`src/rtl/sram_ctrl_pkg.sv`:
```
// Shared types and timing helpers for the asynchronous SRAM controller.
// Assumes all timing parameters are non-negative integers.
package sram_ctrl_pkg;

    typedef enum logic [2:0] {
        ST_IDLE,
        ST_RD,
        ST_RREC,
        ST_WSET,
        ST_WPUL,
        ST_WEND
    } ctrl_state_t;

    // Round a nanosecond interval up to whole clocks, at least one.
    function automatic int unsigned ns_to_cyc(input int unsigned t_ns,
                                              input int unsigned period_ps);
        int unsigned c;
        c = (t_ns * 1000 + period_ps - 1) / period_ps;
        return (c == 0) ? 1 : c;
    endfunction

    function automatic int unsigned umax(input int unsigned a, input int unsigned b);
        return (a > b) ? a : b;
    endfunction

endpackage

```
`src/rtl/sram_ctrl_timer.sv`:
```
// Loadable down-counter that times every SRAM interval.
// Assumes load values fit in CNT_W bits; holds at zero until reloaded.
module sram_ctrl_timer #(
    parameter int CNT_W = 4
) (
    input  logic             clk,
    input  logic             rst_n,
    input  logic             load,
    input  logic [CNT_W-1:0] load_val,
    output logic [CNT_W-1:0] cnt,
    output logic             zero
);

    // Count down, reload on request.
    always_ff @(posedge clk) begin
        if (!rst_n)
            cnt <= '0;
        else if (load)
            cnt <= load_val;
        else if (cnt != '0)
            cnt <= cnt - 1'b1;
    end

    assign zero = (cnt == '0);

endmodule

```
`src/rtl/sram_ctrl_seq.sv`:
```
// Cycle sequencer: walks read and write phases and registers the strobes.
// Assumes PW_CYC > WHZ_CYC and all cycle counts >= 1.
module sram_ctrl_seq
    import sram_ctrl_pkg::*;
#(
    parameter int CNT_W   = 4,
    parameter int RD_CYC  = 7,
    parameter int HZ_CYC  = 3,
    parameter int PW_CYC  = 5,
    parameter int EW_CYC  = 1,
    parameter int DRV_AT  = 3
) (
    input  logic             clk,
    input  logic             rst_n,
    input  logic             req,
    input  logic             req_we,
    input  logic [CNT_W-1:0] cnt,
    input  logic             cnt_zero,
    output logic             ld,
    output logic [CNT_W-1:0] ld_val,
    output logic             accept,
    output logic             capture,
    output logic             acc_on,
    output logic             oe_on,
    output logic             we_on,
    output logic             drv_on,
    output logic             rdy
);

    ctrl_state_t state;

    // Decode accept, capture and timer reloads from the current phase.
    always_comb begin
        accept  = (state == ST_IDLE) && req;
        capture = (state == ST_RD) && cnt_zero;
        ld      = 1'b0;
        ld_val  = '0;
        case (state)
            ST_IDLE: if (req && !req_we) begin
                ld     = 1'b1;
                ld_val = CNT_W'(RD_CYC - 1);
            end
            ST_WSET: begin
                ld     = 1'b1;
                ld_val = CNT_W'(PW_CYC - 1);
            end
            ST_WPUL: if (cnt_zero) begin
                ld     = 1'b1;
                ld_val = CNT_W'(EW_CYC - 1);
            end
            ST_RD: if (cnt_zero) begin
                ld     = 1'b1;
                ld_val = CNT_W'(HZ_CYC - 1);
            end
            default: ;
        endcase
    end

    // Advance the phase and register every strobe.
    always_ff @(posedge clk) begin
        if (!rst_n) begin
            state  <= ST_IDLE;
            acc_on <= 1'b0;
            oe_on  <= 1'b0;
            we_on  <= 1'b0;
            drv_on <= 1'b0;
            rdy    <= 1'b0;
        end else begin
            rdy <= 1'b0;
            case (state)
                ST_IDLE: if (req) begin
                    acc_on <= 1'b1;
                    if (req_we) begin
                        state <= ST_WSET;
                    end else begin
                        oe_on <= 1'b1;
                        state <= ST_RD;
                    end
                end
                ST_RD: if (cnt_zero) begin
                    acc_on <= 1'b0;
                    oe_on  <= 1'b0;
                    rdy    <= 1'b1;
                    state  <= ST_RREC;
                end
                ST_RREC: if (cnt_zero) state <= ST_IDLE;
                ST_WSET: begin
                    we_on <= 1'b1;
                    state <= ST_WPUL;
                end
                ST_WPUL: begin
                    if (cnt == CNT_W'(DRV_AT)) drv_on <= 1'b1;
                    if (cnt_zero) begin
                        we_on <= 1'b0;
                        state <= ST_WEND;
                    end
                end
                ST_WEND: begin
                    drv_on <= 1'b0;
                    if (cnt_zero) begin
                        acc_on <= 1'b0;
                        rdy    <= 1'b1;
                        state  <= ST_IDLE;
                    end
                end
                default: state <= ST_IDLE;
            endcase
        end
    end

endmodule

```
`src/rtl/sram_ctrl_dpath.sv`:
```
// Holds the accepted request, forms lane strobes and captures read data.
// Assumes DATA_W is a whole number of bytes; one mask bit per byte lane.
module sram_ctrl_dpath #(
    parameter int ADDR_W = 19,
    parameter int DATA_W = 16,
    parameter int LANES  = DATA_W / 8
) (
    input  logic              clk,
    input  logic              rst_n,
    input  logic              accept,
    input  logic              capture,
    input  logic              acc_on,
    input  logic [ADDR_W-1:0] in_addr,
    input  logic [DATA_W-1:0] in_wdata,
    input  logic [LANES-1:0]  in_be,
    input  logic [DATA_W-1:0] dq_in,
    output logic [ADDR_W-1:0] addr_q,
    output logic [DATA_W-1:0] wdata_q,
    output logic [LANES-1:0]  lane_n,
    output logic [DATA_W-1:0] rdata_q
);

    logic [LANES-1:0]  be_q;
    logic [DATA_W-1:0] lane_mask;

    // Expand each mask bit over its byte.
    for (genvar g = 0; g < LANES; g++) begin : g_lane
        assign lane_mask[g*8 +: 8] = {8{be_q[g]}};
        assign lane_n[g]           = ~(acc_on & be_q[g]);
    end

    // Latch the request when it is accepted.
    always_ff @(posedge clk) begin
        if (!rst_n) begin
            addr_q  <= '0;
            wdata_q <= '0;
            be_q    <= '0;
        end else if (accept) begin
            addr_q  <= in_addr;
            wdata_q <= in_wdata;
            be_q    <= in_be;
        end
    end

    // Capture masked read data when the access time expires.
    always_ff @(posedge clk) begin
        if (!rst_n)
            rdata_q <= '0;
        else if (capture)
            rdata_q <= dq_in & lane_mask;
    end

endmodule

```
`src/rtl/sram_async_ctrl.sv`:
```
// Top: converts host single-word requests into timed asynchronous SRAM cycles.
// Assumes one outstanding request; intervals are derived from ns parameters.
module sram_async_ctrl
    import sram_ctrl_pkg::*;
#(
    parameter int ADDR_W        = 19,
    parameter int DATA_W        = 16,
    parameter int CLK_PERIOD_PS = 10000,
    parameter int T_RC_NS       = 70,
    parameter int T_AA_NS       = 70,
    parameter int T_OE_NS       = 30,
    parameter int T_HZ_NS       = 25,
    parameter int T_WC_NS       = 70,
    parameter int T_WP_NS       = 35,
    parameter int T_AW_NS       = 50,
    parameter int T_DW_NS       = 30,
    parameter int T_WHZ_NS      = 20
) (
    input  logic              clk,
    input  logic              rst_n,
    input  logic              host_req,
    input  logic              host_we,
    input  logic [ADDR_W-1:0] host_addr,
    input  logic [DATA_W-1:0] host_wdata,
    input  logic [1:0]        host_be,
    output logic              host_rdy,
    output logic [DATA_W-1:0] host_rdata,
    output logic [ADDR_W-1:0] ram_addr,
    output logic              ram_ce1_n,
    output logic              ram_ce2,
    output logic              ram_oe_n,
    output logic              ram_we_n,
    output logic              ram_lb_n,
    output logic              ram_ub_n,
    output logic [DATA_W-1:0] ram_dq_o,
    output logic              ram_dq_oe,
    input  logic [DATA_W-1:0] ram_dq_i
);

    localparam int unsigned PER     = CLK_PERIOD_PS;
    localparam int unsigned RD_CYC  = umax(umax(ns_to_cyc(T_AA_NS, PER), ns_to_cyc(T_RC_NS, PER)),
                                           ns_to_cyc(T_OE_NS, PER));
    localparam int unsigned HZ_CYC  = ns_to_cyc(T_HZ_NS, PER);
    localparam int unsigned WHZ_CYC = ns_to_cyc(T_WHZ_NS, PER);
    localparam int unsigned DW_CYC  = ns_to_cyc(T_DW_NS, PER);
    localparam int unsigned AW_CYC  = umax(ns_to_cyc(T_AW_NS, PER), 2);
    localparam int unsigned PW_CYC  = umax(umax(ns_to_cyc(T_WP_NS, PER), WHZ_CYC + DW_CYC),
                                           AW_CYC - 1);
    localparam int unsigned WC_CYC  = ns_to_cyc(T_WC_NS, PER);
    localparam int unsigned EW_CYC  = (WC_CYC > PW_CYC + 1) ? WC_CYC - PW_CYC - 1 : 1;
    localparam int unsigned DRV_AT  = PW_CYC - WHZ_CYC;
    localparam int unsigned MAX_CYC = umax(umax(RD_CYC, HZ_CYC), umax(PW_CYC, EW_CYC));
    localparam int          CNT_W   = $clog2(MAX_CYC + 1);
    localparam int          LANES   = DATA_W / 8;

    logic             ld, zero, accept, capture;
    logic [CNT_W-1:0] ld_val, cnt;
    logic             acc_on, oe_on, we_on, drv_on;
    logic [LANES-1:0] lane_n;

    sram_ctrl_timer #(.CNT_W(CNT_W)) i_timer (
        .clk(clk), .rst_n(rst_n), .load(ld), .load_val(ld_val), .cnt(cnt), .zero(zero)
    );

    sram_ctrl_seq #(
        .CNT_W(CNT_W), .RD_CYC(RD_CYC), .HZ_CYC(HZ_CYC),
        .PW_CYC(PW_CYC), .EW_CYC(EW_CYC), .DRV_AT(DRV_AT)
    ) i_seq (
        .clk(clk), .rst_n(rst_n), .req(host_req), .req_we(host_we),
        .cnt(cnt), .cnt_zero(zero), .ld(ld), .ld_val(ld_val),
        .accept(accept), .capture(capture), .acc_on(acc_on), .oe_on(oe_on),
        .we_on(we_on), .drv_on(drv_on), .rdy(host_rdy)
    );

    sram_ctrl_dpath #(.ADDR_W(ADDR_W), .DATA_W(DATA_W), .LANES(LANES)) i_dpath (
        .clk(clk), .rst_n(rst_n), .accept(accept), .capture(capture), .acc_on(acc_on),
        .in_addr(host_addr), .in_wdata(host_wdata), .in_be(host_be[LANES-1:0]),
        .dq_in(ram_dq_i), .addr_q(ram_addr), .wdata_q(ram_dq_o),
        .lane_n(lane_n), .rdata_q(host_rdata)
    );

    assign ram_ce1_n = ~acc_on;
    assign ram_ce2   = acc_on;
    assign ram_oe_n  = ~oe_on;
    assign ram_we_n  = ~we_on;
    assign ram_dq_oe = drv_on;
    assign ram_lb_n  = lane_n[0];
    assign ram_ub_n  = lane_n[LANES-1];

endmodule

```
`config.mk`:
```
export PLATFORM = sky130hd
export DESIGN_NAME = sram_async_ctrl
export DESIGN_NICKNAME = d
export VERILOG_FILES = /design/src/rtl/sram_ctrl_pkg.sv /design/src/rtl/sram_ctrl_timer.sv /design/src/rtl/sram_ctrl_seq.sv /design/src/rtl/sram_ctrl_dpath.sv /design/src/rtl/sram_async_ctrl.sv
export SDC_FILE = /design/constraint.sdc
export NUM_CORES = 1
export LEC_CHECK = 0
export BUFFER_PORTS_ARGS = -buffer_cell sky130_fd_sc_hd__buf_2
export CORE_ASPECT_RATIO = 0.5
export CORE_MARGIN = 5
export CORE_UTILIZATION = 45
export CTS_CLUSTER_SIZE = 40
export DETAILED_ROUTE_END_ITERATION = 7
export PLACE_DENSITY_LB_ADDON = 0.2
export SLEW_MARGIN = 30
export SYNTH_ARGS = -nofsm -noshare
export SYNTH_HDL_FRONTEND = slang
export SYNTH_SLANG_ARGS = --single-unit
export TNS_END_PERCENT = 100
```
`constraint.sdc`:
```
create_clock -name clk -period 4.4 [get_ports clk]
set_input_delay 0.88 -clock clk [delete_from_list [all_inputs] [get_ports clk]]
set_output_delay 0.88 -clock clk [all_outputs]
set_load 0.01 [all_outputs]
```
**Yosys cells after proc, flatten, opt, wreduce, memory -nomap -nowiden**

Index checks and enable logic that the tools add are counted.

- Add/subtract/negate cells: 1
- Eq/ne operators: 13
- Mux-type cells: 23
- Bitwise operators: 8
- Reduce and logical (&&, ||, !) cells: 21

Operators with widths:

| cell | number |
|---|---|
| 2-to-1 mux 3 bit | 7 |
| bitwise AND 16 bit | 1 |
| case mux 3 bit (5 select lines) | 1 |
| != test 2 x 1 -> 1 bit (second input constant) | 5 |
| nonzero test 2 bit | 5 |
| equality test 3 x 2 -> 1 bit (second input constant) | 3 |
| case mux 3 bit (3 select lines) | 1 |
| case mux 1 bit (2 select lines) | 4 |
| AND reduction 4 bit | 2 |
| 2-to-1 mux 1 bit | 7 |
| equality test 3 bit (second input constant) | 2 |
| logical NOT 3 bit | 2 |
| AND reduction 2 bit | 3 |
| OR reduction 2 bit | 3 |
| inverter 1 bit | 5 |
| 2-to-1 mux 2 bit | 2 |
| != test 2 bit (second input constant) | 2 |
| equality test 3 x 1 -> 1 bit (second input constant) | 1 |
| logical AND 1 bit | 3 |
| case mux 1 bit (3 select lines) | 1 |
| AND reduction 3 bit | 1 |
| nonzero test 3 bit | 1 |
| subtractor 3 x 1 -> 3 bit (second input constant) | 1 |
| bitwise AND 1 bit | 2 |
| logical NOT 1 bit | 1 |

- Register bits after elaboration: 64
- Bits of input ports: 57
- Output and inout bits: 59
- Word-level logic and storage cells: 77

**Depth between registers and ports, before layout**

Gate-level depths: netlist (run 1).

- Word-level depth: 5
- Mapped depth: 8
- Gate-level depth less buffers: 6

**Cells and area by module**

From an unflattened synthesis (run 1), not the netlist that was laid out.

- Cells, all modules: 269
- Area total of the unflattened synthesis: 2,793.9 sq um

Modules (own cells, without submodules):

| module | times used | cells each | area an instance (sq um) | sequential area each (sq um) |
|---|---|---|---|---|
| sram_ctrl_dpath | 1 | 193 | 2,085.8 | 1,061.0 |
| sram_ctrl_seq | 1 | 51 | 491.7 | 160.2 |
| sram_ctrl_timer | 1 | 22 | 205.2 | 60.1 |
| sram_async_ctrl | 1 | 3 | 11.3 | 0.0 |

**Worst setup path before layout (run 1)**

OpenSTA, ideal clock, no wires.

- Path kind: input to register
- Start: input port host_req
- End: register i_dpath.addr_q[0]
- Setup time: 0.132 ns
- Arrival: 1.739 ns
- Data required time: 4.268 ns
- Slack: 2.529 ns
- Stages: 5
- Buffers on the path: 2
- Cells stage by stage: or4b_4 > buf_6 > buf_6 > nand2_1 > a21oi_1

- Longest elaborated chain between the ends: 1

Ends and longest elaborated chain:

| element | line | source |
|---|---|---|
| from (decl) | sram_async_ctrl.sv:21 | `input logic host_req,` |
| logical AND 1 bit | sram_ctrl_seq.sv:34 | `accept = (state == ST_IDLE) && req;` |
| to (signal assigned) | sram_ctrl_dpath.sv:39 | `addr_q <= in_addr;` |
| to (decl) | sram_ctrl_dpath.sv:17 | `output logic [ADDR_W-1:0] addr_q,` |

Every way passes these cells.
A chain may end at the register's enable or synchronous reset.

**Final worst setup path (run 1)**

- Start: register i_timer.cnt[0]
- End: register i_dpath.rdata_q[1]

- Longest elaborated chain between the ends: 2

Ends and longest elaborated chain:

| element | line | source |
|---|---|---|
| from (decl) | sram_ctrl_timer.sv:10 | `output logic [CNT_W-1:0] cnt,` |
| from (signal assigned) | sram_ctrl_timer.sv:19 | `cnt <= load_val;` |
| from (signal assigned) | sram_ctrl_timer.sv:21 | `cnt <= cnt - 1'b1;` |
| logical NOT 3 bit | sram_ctrl_timer.sv:24 | `assign zero = (cnt == '0);` |
| logical AND 1 bit | sram_ctrl_seq.sv:35 | `capture = (state == ST_RD) && cnt_zero;` |
| to (signal assigned) | sram_ctrl_dpath.sv:50 | `rdata_q <= dq_in & lane_mask;` |
| to (decl) | sram_ctrl_dpath.sv:20 | `output logic [DATA_W-1:0] rdata_q` |

Every way passes these cells.

==> results of run 1 <==
-- flip-flops by register name, indices dropped and copies added (netlist names) --
register and cells:
i_seq.drv_on 1, i_dpath.wdata_q 16, i_seq.we_on 1, i_seq.oe_on 1
i_seq.rdy 1, i_dpath.addr_q 19, i_seq.state 3, i_dpath.be_q 2
i_seq.acc_on 1, i_dpath.rdata_q 16, i_timer.cnt 3
-- critical path, stage by stage (launching register included) --
cell and delay (ns):
dfxtp_1 0.32, inv_1 0.13, ha_1 0.21, nor2b_1 0.46, nand3_1 0.56, nand2_1 0.22, a21oi_1 0.10
-- final timing paths --
| path | start | end | slack, ns | cells after the start |
|---|---|---|---|---|
| worst min-delay path | i_dpath.addr_q[12] | i_dpath.addr_q[12] | 0.45 | 2 |
| worst max-delay path | i_timer.cnt[0] | i_dpath.rdata_q[1] | 2.27 | 6 |
| worst max register to register | i_timer.cnt[0] | i_dpath.rdata_q[1] | 2.27 | 6 |
| worst min register to register | i_dpath.addr_q[12] | i_dpath.addr_q[12] | 0.45 | 2 |
-- Yosys cell counts, types with 4 or more instances --
cell      instances
nand2_1          98
nand3_1          17
buf_6             4
dfxtp_1          64
clkbuf_1          9
o21ai_0           4
buf_4             4
buf_2             5
nor3_1            4
inv_1             8
a21oi_1          61
-- metal layers --
layer | share of wire, % | vias to the layer above
li1 | - | 1222
met1 | 42 | 1119
met3 | 8.2 | 13
met5 | 0 | -
met4 | 2.1 | 0
met2 | 48 | 91
-- where the power goes --
group	total, mW	internal [mW]	switching [mW]
combinational	0.446	0.164	0.281
sequential	0.719	0.655	0.0637
clock	0.439	0.230	0.209
-- cell families (layout without fill, tap and decap cells) --
family,Yosys count,in the layout,synth area share (%)
AO/OA/AOI/OAI,72,72,15.44
XOR/XNOR,1,1,0.3532
adder cells (fa/ha/maj),3,3,1.514
buffers and inverters,31,140,6.760
flip-flops,64,64,51.67
multiplexers,1,1,0.4036
AND/OR/NAND/NOR,135,135,23.86
-- layout make-up --
cell class	instances	area, sq um	share of cell area, %
clock buffers	12	155.1	4.857
clock inverters	3	17.52	0.5484
inverters	9	33.78	1.058
multi-input cells	212	1032	32.31
flip-flops and latches	64	1281	40.11
well taps	73	91.34	2.859
repair buffers	116	583.1	18.25
-- layout by cell type (no fill, tap or decap), types with 3 or more instances in the layout --
cell and instances:
clkbuf_8 11, ha_1 3, nand2_1 98, nor2_1 3
o21ai_0 4, nor2b_1 3, nand3_1 17, dfxtp_1 64
buf_2 115, nor3_1 4, a21oi_1 61, inv_1 8
==> results.txt, run 1 <==
----------------------------------------------------
[Run status]
  Status ... completed

[Floorplanning]
  Num rows ... 19
  # IOs ... 116
  Width of the die ... 115.0 um
  Die Ht ... 62.49 um
  Area of the core ... 5420 sq um
  Die outline area ... 7185 sq um
  Initial Utilization ... 45.75%

[Finish]
  Synthesis-to-layout area growth ... 28.81%
  Share of final-layout standard cells stronger than drive strength 1 ... 32.21%
  Utilization after layout ... 58.93%
  Layout Nets ... 472
  Count of inserted antenna diode cells ... 0
  Final instance area ... 3194 sq um
  Final non-filler cell total ... 489
  Filler Cells Inserted ... 509

[Global routing]
  Met3 track demand over resource ... 6.383%
  GRT Overall Usage ... 18.66%
  Initial antenna violation count ... 0
  Maximum number of pins on one net before global-route repair ... 61
  Met2 layer usage reported by global route ... 31.12%
  GRT overflow ... 0
  Via count of the first global-routing pass ... 2342
  Met1 Use GR ... 21.78%
  Gr busiest metal ... met2
  Global-route wire length before repair ... 10720 um

[Clocking]
  # resized after CTS ... 0
  H-tree lvl count ... 3
  Maximum clock path buffer count ... 2
  Number of buffers created by CTS ... 9
  Postcts setup bufs ... 0
  Clock tree from TritonCTS ... built
  Clock-pin slew on the worst setup and hold paths ... 0.07 ns
  Clock Sink Count ... 64
  Cell at the root of the clock tree ... clkbuf_8
  Latest clock arrival within the worst-skew pair ... 0.34 ns
  Total of hold buffers inserted after clock tree synthesis ... 0

[Drt]
  Number of search-and-repair iterations in the first detailed-routing pass ... 4
  Number of nets still failing antenna checks after routing ... 0
  Sum of routed wire length over all layers ... 6683 um
  Via-per-instance ratio ... 5.000
  Wire length per cell after detailed routing ... 13.67 um
  Post-route DRC violation count ... 0
  Total via count in the routed design ... 2445
  Starting DRT DRC Count ... 181

[STA]
  Period Utilization, post-route ... 48.42%
  Minimum clock period after layout ... 2.130 ns
  Max frequency ... 0.4694 GHz
  WHS ... 0.4497 ns
  Number of setup violations in the final report ... 0
  Final Skew ... 0.006836 ns
  Max-slew headroom at the worst pin ... 55.72%
  Actual slew at the worst max-slew pin ... 0.6642 ns
  Final max-slew violation count ... 0
  Number of hold violations in the final report ... 0
  Setup TNS Final ... 0 ns
  Post-route worst setup slack ... 2.270 ns
  RSZ-0062 raised after global routing ... no

[Synthesis]
  Post-Synthesis Net Count ... 367
  Proportion of synthesized flip-flops having asynchronous set or reset ... 0%
  Largest cells by area after synthesis ... dfxtp_1, nand2_1, a21oi_1
  Area share of the largest cell type after synthesis ... 51.66%
  Area of the mapped netlist ... 2480 sq um
  Number of enable flip-flop cells after synthesis ... 0
  Cells after synthesis ... 307
  Biggest area consumer among synthesized cells ... dfxtp_1
  Yosys reg bits ... 64
  Commonest register cell after synthesis ... dfxtp_1
  Mean instance size in the synthesized netlist ... 8.078 sq um
  Netlist cell types ... 32
  Count of synthesis-stage warnings from yosys ... 0
  Register area share after synthesis ... 51.66%

[Power and ir drop]
  Total power ... 1.604 mW
  Power density normalized to cell area ... 502.2 nW/um^2
  Maximum ir drop on the vdd rail ... 0.2129 mV
  Static leakage ... 1.438 nW

[Critical path]
  Worst path required time ... 4.59 ns
  CP Data Arrival Time ... 2.32 ns
  Critical Path Sink Type ... flop
  Max Fanout on Critical Path ... 16
  Worst setup path class ... flop to flop
  Kind of launch point of the worst setup path ... flop

[Placement]
  GPL Wtd Cong ... 0.8110
  Port Buffers ... 115
  Total half-perimeter wirelength after legalization and detailed placement ... 4762 um
  Total instance count after detailed placement ... 474
  Placement Setup Slack ... 2.143 ns
  Placed inst area ... 3022 sq um

[Job]
  Number of max-cap violations ... 0

[Min path]
  Hold WC Path Type ... flop to flop

----------------------------------------------------
Power figures use the tool's default switching activity.
==> inputs of run 2 (changes only) <==
--- a/config.mk
+++ b/config.mk
@@ -5,10 +5,11 @@
 export SDC_FILE = /design/constraint.sdc
 export NUM_CORES = 1
 export LEC_CHECK = 0
+export ABC_AREA = 1
 export BUFFER_PORTS_ARGS = -buffer_cell sky130_fd_sc_hd__buf_2
 export CORE_ASPECT_RATIO = 0.5
 export CORE_MARGIN = 5
-export CORE_UTILIZATION = 45
+export CORE_UTILIZATION = 42
 export CTS_CLUSTER_SIZE = 40
 export DETAILED_ROUTE_END_ITERATION = 7
 export PLACE_DENSITY_LB_ADDON = 0.2
==> constraint.sdc (replaced) <==
create_clock -name clk -period 1.75 [get_ports clk]
set_input_delay 0.35 -clock clk [delete_from_list [all_inputs] [get_ports clk]]
set_output_delay 0.35 -clock clk [all_outputs]
set_load 0.01 [all_outputs]
==> run 2 against run 1 <==
Effect of this change: non-clock buffer count rose by 6; critical endpoint is now i_timer.cnt[1]; sequential power grew to 2.8 times the previous value; clock-buffer cell count is 1 lower; global-route usage is 1.5 points lower; clock power increased to 4.2 times the previous value; combinational power grew to 4.0 times the previous value.
==> results.txt, run 2 <==
----------------------------------------------------
[Clocking]
  Clock-pin slew on the worst setup and hold paths ... 0.06 ns (about the same)
  Postcts setup bufs ... 0 (unchanged)
  Clock tree from TritonCTS ... built
  Total of hold buffers inserted after clock tree synthesis ... 0 (unchanged)
  Latest clock arrival within the worst-skew pair ... 0.32 ns (-0.02 ns)
  Maximum clock path buffer count ... 2 (unchanged)
  Cell at the root of the clock tree ... clkbuf_16
  Clock Sink Count ... 64 (unchanged)
  H-tree lvl count ... 3 (unchanged)
  Number of buffers created by CTS ... 9 (unchanged)

[Synthesis]
  Biggest area consumer among synthesized cells ... dfxtp_1
  Proportion of synthesized flip-flops having asynchronous set or reset ... 0% (unchanged)
  Count of synthesis-stage warnings from yosys ... 0 (unchanged)
  Number of enable flip-flop cells after synthesis ... 0 (unchanged)
  Most frequent cell after synthesis ... dfxtp_1
  Area of the mapped netlist ... 2609 sq um (+5.2%)
  Register area share after synthesis ... 49.11% (-2.6 points)
  Mean instance size in the synthesized netlist ... 8.102 sq um (+0.30%)
  Yosys reg bits ... 64 (unchanged)
  Netlist cell types ... 27 (-16%)
  Cells after synthesis ... 322 (+4.9%)
  Area share of the largest cell type after synthesis ... 49.11% (-2.6 points)
  Commonest register cell after synthesis ... dfxtp_1
  Largest cells by area after synthesis ... dfxtp_1, a21oi_1, inv_1
  Cell types with the highest counts after synthesis ... dfxtp_1, a21oi_1, inv_1
  Post-Synthesis Net Count ... 382 (+4.1%)

[Min path]
  Hold Crit Depth ... 3 (+1)
  Startpoint of the lowest-slack hold path ... ram_dq_i[6]
  Hold WC Path Type ... input pin to flop
  Hold Crit Endpoint ... i_dpath.rdata_q[6]

[Floorplanning]
  Die outline area ... 7983 sq um (+11%)
  Initial Utilization ... 43.08% (-2.7 points)
  Die Ht ... 65.73 um (+5.2%)
  Area of the core ... 6056 sq um (+12%)
  # IOs ... 116 (unchanged)
  Width of the die ... 121.5 um (+5.6%)
  Num rows ... 20 (+1)

[STA]
  Max frequency ... 0.6424 GHz (+37%)
  Final max-slew violation count ... 0 (unchanged)
  Number of setup violations in the final report ... 0 (unchanged)
  Setup TNS Final ... 0 ns (unchanged)
  RSZ-0062 raised after global routing ... no
  Max-slew headroom at the worst pin ... 80.71% (+25 points)
  Minimum clock period after layout ... 1.557 ns (-0.5737 ns)
  Period Utilization, post-route ... 88.95% (+41 points)
  Actual slew at the worst max-slew pin ... 0.2890 ns (-0.3752 ns)
  Number of hold violations in the final report ... 0 (unchanged)
  Final Skew ... 0.008263 ns (+0.001427 ns)

[Finish]
  Flip-flop count of the largest register after layout ... 19 (unchanged)
  Share of final-layout standard cells stronger than drive strength 1 ... 38.24% (+6.0 points)
  Final non-filler cell total ... 530 (+8.4%)
  Biggest regs ... i_dpath.addr_q: 19 flops, i_dpath.rdata_q: 16 flops, i_dpath.wdata_q: 16 flops
  Utilization after layout ... 59.09% (+0.16 points)
  Layout Nets ... 497 (+5.3%)
  Synthesis-to-layout area growth ... 37.17%
  Reg with most FFs ... i_dpath.addr_q
  Most frequent standard cell in the layout excluding fill and tap cells ... buf_2
  Count of inserted antenna diode cells ... 0 (unchanged)
  Most used cells in the layout excluding fill and tap cells ... buf_2, dfxtp_1, a21oi_1, inv_1, nand2_1

[Power and ir drop]
  Static leakage ... 1.640 nW (+14%)
  Maximum ir drop on the vdd rail ... 0.6131 mV (+190%)
  Power density normalized to cell area ... 1574 nW/um^2 (+210%)

[Drt]
  Total via count in the routed design ... 2531 (+3.5%)
  Number of search-and-repair iterations in the first detailed-routing pass ... 4 (unchanged)
  Sum of routed wire length over all layers ... 6516 um (-2.5%)
  Number of nets still failing antenna checks after routing ... 0 (unchanged)
  Wire length per cell after detailed routing ... 12.29 um (-10%)
  Post-route DRC violation count ... 0 (unchanged)
  Starting DRT DRC Count ... 135 (-25%)
  Via-per-instance ratio ... 4.775 (-4.5%)

[Critical path]
  Worst setup path class ... flop to flop
  Max Fanout on Critical Path ... 11 (-5)
  CP Data Arrival Time ... 1.80 ns (-0.52 ns)
  Critical Path Sink Type ... flop
  Kind of launch point of the worst setup path ... flop
  Critical R2R Capture ... i_timer.cnt[1]
  Register-to-Register Setup Slack ... 0.19 ns (-2.08 ns)
  Cell count of the worst reg-to-reg path ... 9 (+3)
  Launch point of the worst reg-to-reg path ... i_timer.cnt[0]
  Worst path required time ... 1.99 ns (-2.60 ns)

[Global routing]
  GRT Overall Usage ... 17.20% (-1.5 points)
  Initial antenna violation count ... 0 (unchanged)
  Maximum number of pins on one net before global-route repair ... 76 (+25%)
  GRT overflow ... 0 (unchanged)
  Via count of the first global-routing pass ... 2460 (+5.0%)
  Global-route wire length before repair ... 11070 um (+3.2%)

[Job]
  Number of max-cap violations ... 0 (unchanged)

[Placement]
  Total instance count after detailed placement ... 514 (+8.4%)
  GPL Wtd Cong ... 0.8253 (+1.8%)
  Port Buffers ... 115 (unchanged)
  Total half-perimeter wirelength after legalization and detailed placement ... 4710 um (-1.1%)

[Run status]
  Status ... completed

----------------------------------------------------
## run 2: logic make-up after synthesis
logic type,count (synthesis),synth area share [%]
fa+ha+maj,3,1.439
simple gates,80,16.16
xor+xnor,1,0.3358
compound gates,102,21.15
buf+inv,72,11.80
flops,64,49.11
## run 2: worst max-delay path by stage
| stage | end | start | slack (ns) |
|---|---|---|---|
| 3_5_place_dp | i_dpath.rdata_q[14] | i_timer.cnt[0] | 0.08 |
| 4_1_cts | i_dpath.rdata_q[14] | i_timer.cnt[0] | 0.07 |
| 2_1_floorplan | i_dpath.rdata_q[2] | i_timer.cnt[0] | 0.33 |
| 3_3_place_gp | i_dpath.rdata_q[0] | i_timer.cnt[0] | 0.18 |
| 5_1_grt | i_timer.cnt[1] | i_timer.cnt[0] | 0.07 |
| 6_report | i_timer.cnt[1] | i_timer.cnt[0] | 0.19 |
## run 2: repair_timing
item	in CTS	in global routing
endpoints found under the hold margin	0	0
resized for setup	0	3
setup endpoints to repair	0	17
## run 2: layer usage
metal	GRT usage, %	routed length, um	up-vias
met5	0	0	-
met4	5.168	97	0
met3	6.363	551	10
met2	28.66	3102	97
met1	20.90	2764	1146
li1	-	-	1278
## run 2: where the power goes
| group | internal (mW) | switching, mW | total [mW] |
|---|---|---|---|
| Sequential | 1.79 | 0.210 | 2.00 |
| Clock | 1.25 | 0.610 | 1.86 |
| Combinational | 0.658 | 1.12 | 1.77 |
| Total | 3.70 | 1.94 | 5.63 |
## run 2: layout make-up
type                    count  area (sq um)
fillers                   581          2477
flip-flops and latches     64          1281
multi-input cells         186          1025
repair buffers            122         640.6
clock buffers              11         232.7
inverters                  54         207.7
well taps                  88         110.1
clock inverters             5         81.33
## run 2: stage by stage
stage	setup WS, ns	power, mW	hold slack [ns]	instance area, sq um
after floorplan	0.3310	3.227	0.4409	2609
after global placement	0.1830	3.718	0.4271	3256
after detailed placement	0.07799	3.778	0.4344	3256
after CTS	0.07052	5.656	0.2742	3570
after global routing	0.06605	6.036	0.2759	3578
final	0.1933	5.634	0.2810	3578
## run 2: worst max-delay path: stages, from the launching register on
cell	delay [ns]
dfxtp_1	0.37
inv_1	0.08
ha_1	0.21
inv_1	0.10
nor2_4	0.06
nand3_4	0.15
nand2_2	0.10
nor2_1	0.17
nand3_1	0.11
a21oi_1	0.13
==> inputs of run 3 (changes only) <==
--- a/config.mk
+++ b/config.mk
@@ -5,13 +5,14 @@
 export SDC_FILE = /design/constraint.sdc
 export NUM_CORES = 1
 export LEC_CHECK = 0
-export ABC_AREA = 1
+export ABC_AREA = 0
 export BUFFER_PORTS_ARGS = -buffer_cell sky130_fd_sc_hd__buf_2
 export CORE_ASPECT_RATIO = 0.5
 export CORE_MARGIN = 5
-export CORE_UTILIZATION = 42
+export CORE_UTILIZATION = 41
 export CTS_CLUSTER_SIZE = 40
 export DETAILED_ROUTE_END_ITERATION = 7
+export HOLD_SLACK_MARGIN = 0.05
 export PLACE_DENSITY_LB_ADDON = 0.2
 export SLEW_MARGIN = 30
 export SYNTH_ARGS = -nofsm -noshare
==> run 3 against run 2 <==
Effect of this change: sequential cell count is the same; global-route usage grew 0.32 points; sequential share of layout area grew 2.4 points; final area shrank 6.3%; die area shrank 2.3%; via count shrank 3.1%.
==> results.txt, run 3 (synthesized netlist as in run 1, its figures left out) <==
----------------------------------------------------
[Finish]
  Most used cells in the layout excluding fill and tap cells ... buf_2, nand2_1, dfxtp_1, a21oi_1, nand3_1
  Biggest regs ... i_dpath.addr_q: 19 flops, i_dpath.rdata_q: 16 flops, i_dpath.wdata_q: 16 flops
  Layout Nets ... 480 (-3.4%)
  Utilization after layout ... 56.32% (-2.8 points)
  Reg with most FFs ... i_dpath.addr_q
  Share of final-layout standard cells stronger than drive strength 1 ... 33.41% (-4.8 points)
  Flip-flop count of the largest register after layout ... 19 (unchanged)
  Most frequent standard cell in the layout excluding fill and tap cells ... buf_2
  Count of inserted antenna diode cells ... 0 (unchanged)
  Final instance area ... 3354 sq um (-6.3%)
  Filler Cells Inserted ... 588 (+1.2%)
  Synthesis-to-layout area growth ... 35.27%

[STA]
  Final Skew ... 0.004417 ns (-0.003846 ns)
  Max frequency ... 0.6162 GHz (-4.1%)
  Final max-slew violation count ... 0 (unchanged)
  Minimum clock period after layout ... 1.623 ns (+0.06614 ns)
  Setup TNS Final ... 0 ns (unchanged)
  Actual slew at the worst max-slew pin ... 0.4963 ns (+0.2073 ns)
  RSZ-0062 raised after global routing ... no
  Number of setup violations in the final report ... 0 (unchanged)
  Max-slew headroom at the worst pin ... 66.48% (-14 points)
  Number of hold violations in the final report ... 0 (unchanged)
  Period Utilization, post-route ... 92.73% (+3.8 points)

[Global routing]
  Via count of the first global-routing pass ... 2469 (+0.37%)
  Maximum number of pins on one net before global-route repair ... 38 (-50%)
  Initial antenna violation count ... 0 (unchanged)
  GRT Overall Usage ... 17.52% (+0.32 points)
  GRT overflow ... 0 (unchanged)
  Global-route wire length before repair ... 10970 um (-0.87%)

[Critical path]
  CP Data Arrival Time ... 1.87 ns (+0.07 ns)
  Worst setup path class ... flop to flop
  Worst path required time ... 2.00 ns (about the same)
  Slowest stage cell, crit path ... or4_1
  Register-to-Register Setup Slack ... 0.13 ns (-0.07 ns)
  Max Fanout on Critical Path ... 6 (-5)
  Worst Setup SP ... i_timer.cnt[0]
  Most common cell on crit path ... a21oi_1
  Critical R2R Capture ... i_timer.cnt[1]
  Crit path cell chain ... inv_1 -> ha_1 -> nand2b_2 -> a21oi_1 -> or4_1 -> a21oi_1
  Launch point of the worst reg-to-reg path ... i_timer.cnt[0]
  Cell count of the worst reg-to-reg path ... 6 (-3)
  Kind of launch point of the worst setup path ... flop
  Critical Path Max Stage Delay ... 0.44 ns (+0.07 ns)
  Critical Path Sink Type ... flop

[Placement]
  GPL Wtd Cong ... 0.8685 (+5.2%)
  Placed inst area ... 3085 sq um (-5.2%)
  Port Buffers ... 115 (unchanged)
  Total half-perimeter wirelength after legalization and detailed placement ... 4730 um (+0.44%)

[Floorplanning]
  Width of the die ... 120.0 um (-1.2%)
  # IOs ... 116 (unchanged)
  Initial Utilization ... 41.64% (-1.4 points)
  Die outline area ... 7798 sq um (-2.3%)
  Die Ht ... 65.00 um (-1.1%)
  Area of the core ... 5956 sq um (-1.7%)
  Num rows ... 20 (unchanged)

[Drt]
  Total via count in the routed design ... 2452 (-3.1%)
  Wire length per cell after detailed routing ... 13.10 um (+6.5%)
  Number of search-and-repair iterations in the first detailed-routing pass ... 4 (unchanged)
  Number of nets still failing antenna checks after routing ... 0 (unchanged)
  Starting DRT DRC Count ... 165 (+22%)
  Post-route DRC violation count ... 0 (unchanged)
  Via-per-instance ratio ... 4.884 (+2.3%)
  Sum of routed wire length over all layers ... 6576 um (+0.92%)

[Job]
  Number of max-cap violations ... 0 (unchanged)

[Power and ir drop]
  Static leakage ... 1.524 nW (-7.0%)
  Power density normalized to cell area ... 1369 nW/um^2 (-13%)
  Maximum ir drop on the vdd rail ... 0.5306 mV (-13%)
  Total power ... 4.593 mW (-18%)

[Clocking]
  Postcts setup bufs ... 0 (unchanged)
  Clock tree from TritonCTS ... built
  Maximum clock path buffer count ... 2 (unchanged)
  Clock-pin slew on the worst setup and hold paths ... 0.05 ns (about the same)
  Clock Sink Count ... 64 (unchanged)
  H-tree lvl count ... 3 (unchanged)
  Latest clock arrival within the worst-skew pair ... 0.32 ns (about the same)
  Cell at the root of the clock tree ... clkbuf_16
  Number of buffers created by CTS ... 9 (unchanged)

[Min path]
  Hold Crit Endpoint ... i_dpath.addr_q[12]
  Hold Crit Depth ... 3 (unchanged)
  Startpoint of the lowest-slack hold path ... host_addr[12]
  Hold WC Path Type ... input pin to flop

[Run status]
  Status ... completed

----------------------------------------------------
## run 3: cell count changes in the layout (fill, tap and decap cells not counted), sizes merged, moves of 9 or more
cell,previous run,this run
nor2,13,4
inv,54,8
nand2,37,98
nand3,27,17
o21ai,40,4
## run 3: worst max-delay path, delay by kind of cell, from the launching register on
kind | cells | cell delay, ns
DFF | 1 | 0.34
AOI/OAI and AO/OA | 2 | 0.30
buffers and inverters | 1 | 0.09
and+or+nand+nor | 2 | 0.59
adders and majority gates | 1 | 0.24
## run 3: power by group
group          leakage, nW  internal, mW  switching, mW  total [mW]
Sequential           0.523          1.65          0.143        1.79
Combinational        0.866         0.490          0.739        1.23
Clock                0.136         0.985          0.585        1.57
Total                 1.52          3.13           1.47        4.59
## run 3: repair_timing
item | CTS | global route
setup endpoints to repair | 0 | 2
hold buffers | 0 | 0
hold endpoints to repair | 0 | 0
gates resized for setup | 0 | 1
## run 3: layout make-up
type / instances / area, sq um / area share [%]
flip-flops and latches: 64 / 1281 / 38.19
multi-input cells: 212 / 1033 / 30.81
repair buffers: 124 / 643.1 / 19.17
clock buffers: 12 / 246.5 / 7.348
well taps: 77 / 96.34 / 2.872
inverters: 9 / 33.78 / 1.007
clock inverters: 4 / 20.02 / 0.5968
## run 3: worst max-delay path by stage
stage | to | cells past startpoint | slack, ns
final | i_timer.cnt[1] | 6 | 0.13
after global routing | i_timer.cnt[1] | 6 | 0.01
after CTS | i_timer.cnt[1] | 6 | 0.05
after detailed placement | i_timer.cnt[1] | 6 | 0.06
after global placement | i_timer.cnt[1] | 6 | 0.21
after floorplan | i_dpath.rdata_q[10] | 8 | 0.20
## run 3: metal layers
| metal | track usage (%) | share of wire (%) | wire [um] |
|---|---|---|---|
| met1 | 18.94 | 43 | 2838 |
| met2 | 31.10 | 48 | 3183 |
| met3 | 6.626 | 7.2 | 475 |
| met4 | 7.418 | 1.2 | 78 |
| met5 | 0 | 0 | 0 |
## run 3: stage by stage
stage | instances | setup slack [ns] | hold WS, ns
3_5_place_dp | 486 | 0.06014 | 0.4443
5_1_grt | 502 | 0.009651 | 0.2577
6_report | 502 | 0.1272 | 0.2653
3_3_place_gp | 486 | 0.2129 | 0.4362
4_1_cts | 502 | 0.04897 | 0.2504
2_1_floorplan | 307 | 0.2001 | 0.4684
